===== src/rtl/tagb_enc_pkg.sv =====
package tagb_enc_pkg;

  typedef enum logic [2:0] {
    ST_IDLE,
    ST_PRE,
    ST_SOF_LO,
    ST_SOF_HI,
    ST_FILL,
    ST_CHAR,
    ST_EOF_LO,
    ST_EOF_HI
  } tagb_state_e;

  // character layout, in etu: start, 8 data, stop
  localparam int unsigned CHAR_ETU      = 10;
  localparam int unsigned STOP_IDX      = CHAR_ETU - 1;
  localparam int unsigned LAST_DATA_IDX = CHAR_ETU - 2;

  function automatic int unsigned max_of(input int unsigned a, input int unsigned b);
    return (a > b) ? a : b;
  endfunction

endpackage


===== src/rtl/tagb_etu_timer.sv =====
module tagb_etu_timer #(
  parameter int unsigned OVS = 4
) (
  input  logic clk,
  input  logic rst,
  input  logic clear,
  input  logic run,
  input  logic sample_en,
  output logic etu_end
);

  localparam int unsigned SUB_W = (OVS > 1) ? $clog2(OVS) : 1;

  generate
    if (OVS > 1) begin : g_div
      logic [SUB_W-1:0] sub_q;

      always_ff @(posedge clk) begin
        if (rst || clear) begin
          sub_q <= '0;
        end else if (run && sample_en) begin
          if (sub_q == SUB_W'(OVS - 1)) sub_q <= '0;
          else                          sub_q <= sub_q + SUB_W'(1);
        end
      end

      assign etu_end = run && sample_en && (sub_q == SUB_W'(OVS - 1));
    end else begin : g_pass
      assign etu_end = run && sample_en;
    end
  endgenerate

endmodule


===== src/rtl/tagb_byte_stage.sv =====
module tagb_byte_stage #(
  parameter int unsigned LEN_W = 8
) (
  input  logic             clk,
  input  logic             rst,
  input  logic             clear,
  input  logic [LEN_W-1:0] frame_len,
  input  logic             window,
  input  logic             take,
  input  logic [7:0]       src_data,
  input  logic             src_valid,
  output logic             src_ready,
  output logic             have_next,
  output logic [7:0]       next_byte,
  output logic             more
);

  logic [LEN_W-1:0] len_q;
  logic [LEN_W-1:0] fetched_q;
  logic [7:0]       hold_q;
  logic             have_q;
  logic             cap;

  assign src_ready = window && !have_q && (fetched_q != len_q);
  assign cap       = src_valid && src_ready;
  assign have_next = have_q || cap;
  assign next_byte = have_q ? hold_q : src_data;
  assign more      = have_q || (fetched_q != len_q);

  always_ff @(posedge clk) begin
    if (rst) begin
      len_q     <= '0;
      fetched_q <= '0;
      have_q    <= 1'b0;
      hold_q    <= '0;
    end else if (clear) begin
      len_q     <= frame_len;
      fetched_q <= '0;
      have_q    <= 1'b0;
    end else begin
      if (cap) fetched_q <= fetched_q + LEN_W'(1);
      if (take) begin
        have_q <= 1'b0;
      end else if (cap) begin
        have_q <= 1'b1;
        hold_q <= src_data;
      end
    end
  end

endmodule


===== src/rtl/tagb_frame_seq.sv =====
module tagb_frame_seq
  import tagb_enc_pkg::*;
#(
  parameter int unsigned PRE_ETU    = 20,
  parameter int unsigned SOF_LO_ETU = 10,
  parameter int unsigned SOF_HI_ETU = 2,
  parameter int unsigned EOF_LO_ETU = 10,
  parameter int unsigned EOF_HI_ETU = 2
) (
  input  logic       clk,
  input  logic       rst,
  input  logic       start_acc,
  input  logic       etu_end,
  input  logic       have_next,
  input  logic [7:0] next_byte,
  input  logic       more,
  output logic       active,
  output logic       bit_val,
  output logic       window,
  output logic       take,
  output logic       frame_end
);

  localparam int unsigned MAX_PH = max_of(max_of(max_of(PRE_ETU, SOF_LO_ETU),
                                                 max_of(SOF_HI_ETU, EOF_LO_ETU)),
                                          max_of(EOF_HI_ETU, CHAR_ETU));
  localparam int unsigned ETU_W  = $clog2(MAX_PH + 1);

  tagb_state_e      state_q, state_d;
  logic [ETU_W-1:0] etu_q;
  logic [ETU_W-1:0] last_idx;
  logic [ETU_W-1:0] dsel_full;
  logic [2:0]       data_sel;
  logic [7:0]       cur_q;
  logic             last_etu;
  logic             phase_done;

  always_comb begin
    unique case (state_q)
      ST_PRE:    last_idx = ETU_W'(PRE_ETU - 1);
      ST_SOF_LO: last_idx = ETU_W'(SOF_LO_ETU - 1);
      ST_SOF_HI: last_idx = ETU_W'(SOF_HI_ETU - 1);
      ST_CHAR:   last_idx = ETU_W'(CHAR_ETU - 1);
      ST_EOF_LO: last_idx = ETU_W'(EOF_LO_ETU - 1);
      ST_EOF_HI: last_idx = ETU_W'(EOF_HI_ETU - 1);
      default:   last_idx = '0;
    endcase
  end

  assign last_etu   = (etu_q == last_idx);
  assign phase_done = etu_end && last_etu;
  assign active     = (state_q != ST_IDLE);
  assign frame_end  = phase_done && (state_q == ST_EOF_HI);

  // A character may follow the high part of SOF, a filler etu or a stop etu.
  logic at_char_gate;
  assign at_char_gate = (state_q == ST_SOF_HI) || (state_q == ST_FILL) || (state_q == ST_CHAR);

  always_comb begin
    state_d = state_q;
    take    = 1'b0;
    if (phase_done) begin
      unique case (state_q)
        ST_PRE:    state_d = ST_SOF_LO;
        ST_SOF_LO: state_d = ST_SOF_HI;
        ST_EOF_LO: state_d = ST_EOF_HI;
        ST_EOF_HI: state_d = ST_IDLE;
        default: begin
          if (at_char_gate) begin
            if (!more) begin
              state_d = ST_EOF_LO;
            end else if (have_next) begin
              state_d = ST_CHAR;
              take    = 1'b1;
            end else begin
              state_d = ST_FILL;
            end
          end
        end
      endcase
    end
  end

  assign window = (state_q == ST_SOF_HI) || (state_q == ST_FILL) ||
                  ((state_q == ST_CHAR) && (etu_q >= ETU_W'(LAST_DATA_IDX)));

  assign dsel_full = etu_q - ETU_W'(1);
  assign data_sel  = dsel_full[2:0];

  always_comb begin
    unique case (state_q)
      ST_SOF_LO, ST_EOF_LO: bit_val = 1'b0;
      ST_CHAR: begin
        if (etu_q == '0)                        bit_val = 1'b0;
        else if (etu_q == ETU_W'(STOP_IDX))     bit_val = 1'b1;
        else                                    bit_val = cur_q[data_sel];
      end
      default: bit_val = 1'b1;
    endcase
  end

  always_ff @(posedge clk) begin
    if (rst) begin
      state_q <= ST_IDLE;
      etu_q   <= '0;
      cur_q   <= '0;
    end else if (start_acc) begin
      state_q <= ST_PRE;
      etu_q   <= '0;
    end else begin
      state_q <= state_d;
      if (phase_done)   etu_q <= '0;
      else if (etu_end) etu_q <= etu_q + ETU_W'(1);
      if (take) cur_q <= next_byte;
    end
  end

endmodule


===== src/rtl/tagb_frame_enc.sv =====
module tagb_frame_enc #(
  parameter int unsigned LEN_W      = 8,
  parameter int unsigned OVS        = 4,
  parameter int unsigned PRE_ETU    = 20,
  parameter int unsigned SOF_LO_ETU = 10,
  parameter int unsigned SOF_HI_ETU = 2,
  parameter int unsigned EOF_LO_ETU = 10,
  parameter int unsigned EOF_HI_ETU = 2
) (
  input  logic             clk,
  input  logic             rst,
  input  logic             sample_en,
  input  logic             start_i,
  input  logic [LEN_W-1:0] frame_len_i,
  input  logic [7:0]       byte_data_i,
  input  logic             byte_valid_i,
  output logic             byte_ready_o,
  output logic             tx_bit_o,
  output logic             busy_o,
  output logic             done_o
);

  logic       busy_q, done_q, tx_q;
  logic       start_acc;
  logic       etu_end;
  logic       active;
  logic       bit_val;
  logic       window;
  logic       take;
  logic       frame_end;
  logic       have_next;
  logic       more;
  logic [7:0] next_byte;

  assign start_acc = start_i && !busy_q;

  tagb_etu_timer #(.OVS(OVS)) timer_i (
    .clk       (clk),
    .rst       (rst),
    .clear     (start_acc),
    .run       (active),
    .sample_en (sample_en),
    .etu_end   (etu_end)
  );

  tagb_byte_stage #(.LEN_W(LEN_W)) stage_i (
    .clk       (clk),
    .rst       (rst),
    .clear     (start_acc),
    .frame_len (frame_len_i),
    .window    (window),
    .take      (take),
    .src_data  (byte_data_i),
    .src_valid (byte_valid_i),
    .src_ready (byte_ready_o),
    .have_next (have_next),
    .next_byte (next_byte),
    .more      (more)
  );

  tagb_frame_seq #(
    .PRE_ETU    (PRE_ETU),
    .SOF_LO_ETU (SOF_LO_ETU),
    .SOF_HI_ETU (SOF_HI_ETU),
    .EOF_LO_ETU (EOF_LO_ETU),
    .EOF_HI_ETU (EOF_HI_ETU)
  ) seq_i (
    .clk       (clk),
    .rst       (rst),
    .start_acc (start_acc),
    .etu_end   (etu_end),
    .have_next (have_next),
    .next_byte (next_byte),
    .more      (more),
    .active    (active),
    .bit_val   (bit_val),
    .window    (window),
    .take      (take),
    .frame_end (frame_end)
  );

  always_ff @(posedge clk) begin
    if (rst) begin
      tx_q   <= 1'b1;
      busy_q <= 1'b0;
      done_q <= 1'b0;
    end else begin
      if (sample_en && active) tx_q <= bit_val;
      if (start_acc)      busy_q <= 1'b1;
      else if (frame_end) busy_q <= 1'b0;
      done_q <= frame_end;
    end
  end

  assign tx_bit_o = tx_q;
  assign busy_o   = busy_q;
  assign done_o   = done_q;

endmodule


===== config.mk =====
export PLATFORM = sky130hd
export DESIGN_NAME = tagb_frame_enc
export DESIGN_NICKNAME = d
export VERILOG_FILES = /design/src/rtl/tagb_enc_pkg.sv /design/src/rtl/tagb_etu_timer.sv /design/src/rtl/tagb_byte_stage.sv /design/src/rtl/tagb_frame_seq.sv /design/src/rtl/tagb_frame_enc.sv
export SDC_FILE = /design/constraint.sdc
export NUM_CORES = 1
export LEC_CHECK = 0
export BUFFER_PORTS_ARGS = -buffer_cell sky130_fd_sc_hd__buf_2
export CORE_ASPECT_RATIO = 1.4
export CORE_MARGIN = 4
export CORE_UTILIZATION = 41
export CTS_CLUSTER_DIAMETER = 100
export DETAILED_ROUTE_END_ITERATION = 10
export GPL_TIMING_DRIVEN = 0
export MAX_ROUTING_LAYER = met4
export PLACE_DENSITY_LB_ADDON = 0.15
export SETUP_SLACK_MARGIN = 0.02
export SYNTH_ARGS = -nofsm -noshare
export SYNTH_HDL_FRONTEND = slang
export SYNTH_SLANG_ARGS = --single-unit

===== constraint.sdc =====
create_clock -name clk -period 3.14 [get_ports clk]
set_input_delay 0.942 -clock clk [delete_from_list [all_inputs] [get_ports clk]]
set_output_delay 0.942 -clock clk [all_outputs]
set_load 0.03 [all_outputs]

# Word-level counts from Yosys, hierarchy flattened
# Index checks and enable logic that the tools add are counted.
# totals
wordCells	86
in_bits	21
out_inout_bits	4
regBits	46
# classes
mux	21
reduce_logical	34
n_lt_le_gt_ge	2
bitwise	2
eq_ne	11
addsub	4
# ops
op	n
one-hot mux 5 bit (3 select lines)	1
2-to-1 mux 1 bit	13
== test 3 bit, second input constant	4
one-hot mux 3 bit (4 select lines)	1
logical AND 1 bit	9
OR reduction 3 bit	3
adder 8 x 1 -> 8 bit, second input constant	1
2-to-1 mux 8 bit	1
inequality test 8 bit	1
== test 3 x 2 -> 1 bit, second input constant	2
logical OR 1 bit	6
2-to-1 mux 3 bit	2
AND reduction 2 bit	3
nonzero test 6 bit	1
OR reduction 2 bit	3
adder 5 x 1 -> 5 bit, second input constant	1
== test 5 x 4 -> 1 bit, second input constant	1
== test 5 bit	1
greater-or-equal comparator 5 x 4 -> 1 bit, second input constant	1
logical NOT 5 bit	1
nonzero test 5 bit	1
< comparator 3 x 4 -> 1 bit, second input constant	1
nonzero test 2 bit	2
OR reduction 4 bit	1
11 further kinds	13

# Logic depth before layout (Yosys ltp)
# logic_depth
word_depth	14
depth_mapped	8

# Cells and area by module
# A second synthesis with hierarchy kept.
# hier_totals
cells_unflattened	281
hier_area_um2	2631.3
# modules_own_cells
module	cells_per_inst	n_inst	area_each_um2
tagb_byte_stage	141	1	1355.0
tagb_frame_seq	120	1	1054.8
tagb_etu_timer	11	1	112.6
tagb_frame_enc	9	1	108.9

# Worst setup path after synthesis
# No wires, ideal clock.
# synth_timing
kind	input -> register
startpoint	input sample_en
endpoint	register seq_i.cur_q[0]
t_arrival_ns	2.391
slack_ns	0.628
t_required_ns	3.019
cell_stages	6
path_cell_list	nand2_1 -> a211o_1 -> a211o_1 -> a2111o_1 -> buf_6 -> mux2_4
# synth_via
elab_chain_len	5
# synth_lines
element	line_no	text
start: declaration	tagb_frame_enc.sv:12	input logic sample_en,
logical AND 1 bit (2 in series)	tagb_etu_timer.sv:27	assign etu_end = run && sample_en && (sub_q == SUB_W'(OVS - 1));
logical AND 1 bit	tagb_frame_seq.sv:51	assign phase_done = etu_end && last_etu;
2-to-1 mux 1 bit	tagb_frame_seq.sv:62	if (phase_done) begin
AND reduction 2 bit (no line)	-	
end signal: assignment	tagb_frame_seq.sv:114	if (take) cur_q <= next_byte;
end: declaration	tagb_frame_seq.sv:34	logic [7:0] cur_q;
# No other way between the ends.
# A chain may end at the register's enable or synchronous reset.

# Final worst setup path
# layout_timing
startpoint	register seq_i.state_q[0]
endpoint	output byte_ready_o
# layout_via
elab_chain_len	5
word_cells_on_any_way	8
# layout_lines
element	line_no	text
start: declaration	tagb_frame_seq.sv:29	tagb_state_e state_q, state_d;
start signal: assignment	tagb_frame_seq.sv:111	state_q <= state_d;
== test 3 x 2 -> 1 bit, or another cell as far along	tagb_frame_seq.sv:84	assign window = (state_q == ST_SOF_HI) || (state_q == ST_FILL) ||
logical OR 1 bit or logical AND 1 bit (tied branches)	tagb_frame_seq.sv:84, tagb_frame_seq.sv:85	
logical OR 1 bit *	tagb_frame_seq.sv:84	
logical AND 1 bit * (2 in series)	tagb_byte_stage.sv:24	assign src_ready = window && !have_q && (fetched_q != len_q);
end: declaration	tagb_frame_enc.sv:17	output logic byte_ready_o,
# Every way passes the cells marked *; elsewhere a longest branch is shown, timed or not.

==> results.sh <==
export IMPL_syn_area_um2=2570
export IMPL_ys_async_sr_fraction=0
export IMPL_muxShareOfSynthArea=0.149
export IMPL_synthAdderAreaFrac=0.0243
export IMPL_synth_top_family_by_area="simple AND/OR/NAND/NOR gates"
export IMPL_yosys_area_share_simple=0.237
export IMPL_dp_cells=381
export IMPL_synthCells=287
export IMPL_finalSetupViolations=0
export IMPL_leakagePower_nw=1.08
export IMPL_grt_pass1_vias=1999
export IMPL_yosysMostFrequentCell="dfxtp_1"
export IMPL_yosysTopAreaCellShare=0.358
export IMPL_path_class="flop to output pin"
export IMPL_timing_fmax_mhz=351
export IMPL_cts_root_buffer="clkbuf_8"
export IMPL_intPower_mw=0.811
export IMPL_hold_violations=0
export IMPL_port_buffers=24
export IMPL_maxSlewViolCount=0
export IMPL_start_util=0.429
export IMPL_synth_cell_type_count=48
export IMPL_setup_tns_final_ns=0
export IMPL_hold_path_class="flop to flop"
export IMPL_tightest_slew_ns=0.544
export IMPL_r2r_end="seq_i.cur_q[0]"
export IMPL_cp_num_buf_inv=2
export IMPL_reg2reg_from="seq_i.state_q[0]"
export IMPL_io_pins=25
export IMPL_combinationalPowerShare=0.098
export IMPL_status="completed"
export IMPL_clk_path_buf_depth=2
export IMPL_cts_resized=0
export IMPL_grt_max_degree=14
export IMPL_path_cells="buf_6 -> nor3b_1 -> o32ai_1 -> nor2b_1 -> buf_2"
export IMPL_fillers=580
export IMPL_cp_num_cells=5
export IMPL_cp_slowest_cell="o32ai_1"
export IMPL_post_place_ws_ns=0.352
export IMPL_p_total_mw=1.09
export IMPL_ys_warn_count=0
export IMPL_ff2ff_setup_slack_ns=0.61
export IMPL_cts_made_buffers=5
export IMPL_cts_tree="yes"
export IMPL_synth_seq_cells=46
export IMPL_dr_pass1_iters=4
export IMPL_p_sw_mw=0.276
export IMPL_gp_congestion=0.789
export IMPL_cts_htree_levels=2
export IMPL_drt_iter0_markers=140
export IMPL_cp_required_ns=2.20
export IMPL_min_period_over_period=0.907
export IMPL_max_stage_delay_ns=0.53
export IMPL_crit_start="seq_i.state_q[0]"
export IMPL_post_drt_wl_per_cell_um=14.2
export IMPL_skew_ns=0.00458
export IMPL_syn_nets=313
export IMPL_fp_coreArea_um2=5990
export IMPL_worstSetupStartpointType="flop"
export IMPL_nets=344
export IMPL_swShare=0.254
export IMPL_vdd_drop_max_mv=0.258
export IMPL_timing_final_ws_setup_ns=0.292
export IMPL_synth_area_leaders="dfxtp_1, mux2i_1, nand2b_1"
export IMPL_die_area_um2=7620
export IMPL_ant_nets=0
export IMPL_globalRouteOverflowTotal=0
export IMPL_drc=0
export IMPL_diodes=0
export IMPL_crit_fanout=10
export IMPL_vias=2088
export IMPL_cp_end_kind="output pin"
export IMPL_synth_main_ff_cell="dfxtp_1"
export IMPL_netlist_top_cells_count="dfxtp_1, nand2_1, nor2_1"
export IMPL_drive_gt1_frac=0.176
export IMPL_post_cts_setup_buffer_count=0
export IMPL_vias_per_cell=5.37
export IMPL_antenna_found_initial=0
export IMPL_clk_latency_ns=0.30
export IMPL_area_growth_pct=11.6
export IMPL_die_x_um=74.9
export IMPL_p_seq_frac=0.551
export IMPL_cts_hold_buf=0
export IMPL_grt_pass1_wl_um=9400
export IMPL_p_per_area_nw_per_um2=379
export IMPL_cap_violations=0
export IMPL_grt_usage=0.163
export IMPL_synth_compound_area_share=0.133
export IMPL_yosys_area_share_xor_xnor=0.0511
export IMPL_path_clk_slew_ns=0.09
export IMPL_synth_edf_count=0
export IMPL_std_cell_rows=33
export IMPL_cp_top_family="compound AO/OA/AOI/OAI gates"
export IMPL_numClockSinks=46
export IMPL_worstPathArrival_ns=1.91
export IMPL_die_h_um=102
export IMPL_rsz0062_at_grt="false"
export IMPL_r2r_cells=7
export IMPL_crit_end="byte_ready_o"
export IMPL_clkPwrFrac=0.351
export IMPL_period_minus_slack_ns=2.85
export IMPL_hpwl_um=4210
export IMPL_routed_wl_um=5530
export IMPL_slew_headroom=0.634
export IMPL_synth_area_leader_cell="dfxtp_1"
export IMPL_avgSynthCellArea_um2=8.96
export IMPL_ys_seq_area_frac=0.358
export IMPL_instances_no_fill=389
[layer usage]
layer | routed length (um) | global-route usage
met1 | 2530 | 0.210
met2 | 2740 | 0.256
met3 | 152 | 0.0258
met4 | 103 | 0.0534
met5 | 0 | -
[state kept, by name, indices dropped and copies added, names as in the netlist]
signal / cells
stage_i.fetched_q: 8
seq_i.state_q: 3
timer_i.g_div.sub_q: 2
seq_i.cur_q: 8
done_o: 1
tx_bit_o: 1
stage_i.len_q: 8
stage_i.have_q: 1
stage_i.hold_q: 8
busy_o: 1
seq_i.etu_q: 5
[layout make-up]
type                       count  area, um2  area share
buffer                        16       91.3      0.0318
clock buffer                   7       86.3      0.0301
clock inverter                 1       5.00     0.00174
inverter                       8       30.0      0.0105
multi-input combinational    217       1530       0.533
sequential                    46        921       0.321
tap                           70       87.6      0.0305
timing repair buffer          24        120      0.0418
[power by group through the flow]
stage               logic, mW  registers [mW]  clock network, mW
floorplan              0.0685           0.613                  0
global placement        0.108           0.613                  0
detailed placement      0.108           0.613                  0
CTS                     0.108           0.599              0.390
global route            0.121           0.600              0.414
finish                  0.107           0.599              0.381
[through the flow]
stage / hold slack, ns / instance area, um2 / utilization
2_1_floorplan: 0.448 / 2570 / -
3_3_place_gp: 0.458 / 2780 / 0.464
3_5_place_dp: 0.462 / 2780 / 0.464
4_1_cts: 0.474 / 2870 / 0.479
5_1_grt: 0.498 / 2870 / 0.479
6_report: 0.472 / 2870 / 0.479
[cell families (layout without fill, tap and decap cells)]
kind of cell,count (synthesis),count (layout)
multiplexers,31,31
flip-flops,46,46
AO/OA/AOI/OAI,50,50
buffers and inverters,24,56
adder cells (fa/ha/maj),5,5
AND/OR/NAND/NOR,116,116
XOR/XNOR,15,15
[worst register-to-register path: stages (launching register included)]
cell,delay (ns)
dfxtp_1,0.34
buf_6,0.14
nor3b_1,0.16
o32ai_1,0.53
o211ai_2,0.30
a2111o_1,0.48
buf_6,0.16
mux2_4,0.30
[cell usage in the layout, fill, tap and decap left out, types with 2 or more instances in the layout]
cell and count:
dfxtp_1 46, buf_2 31, nand2_1 26, nor2_1 25, nand2b_1 22, mux2i_1 21, a21oi_1 17, xnor2_1 12
nor2b_1 10, inv_1 8, o21ai_0 8, mux2_4 8, clkbuf_1 7, clkbuf_8 6, o31ai_1 5, nor3_1 5
ha_1 5, nand4_1 4, buf_6 3, or3_1 3, nor4_1 3, xor2_1 3, or4_1 3, nand3b_1 2
and3_1 2, or3b_2 2, a211o_1 2, a2111o_1 2, nor4b_1 2, or2_2 2, o311ai_0 2, mux4_1 2
o211a_1 2, o21a_1 2
[how the worst min path moves through the flow]
stage	from	to	slack, ns	cells past startpoint
after floorplan	stage_i.hold_q[0]	stage_i.hold_q[0]	0.45	2
after global placement	stage_i.len_q[6]	stage_i.len_q[6]	0.46	2
after detailed placement	stage_i.len_q[6]	stage_i.len_q[6]	0.46	2
after CTS	stage_i.len_q[6]	stage_i.len_q[6]	0.47	2
after global routing	stage_i.len_q[2]	stage_i.len_q[2]	0.50	2
final	stage_i.len_q[6]	stage_i.len_q[6]	0.47	2
Note: power is estimated with default switching activity, not from simulation.
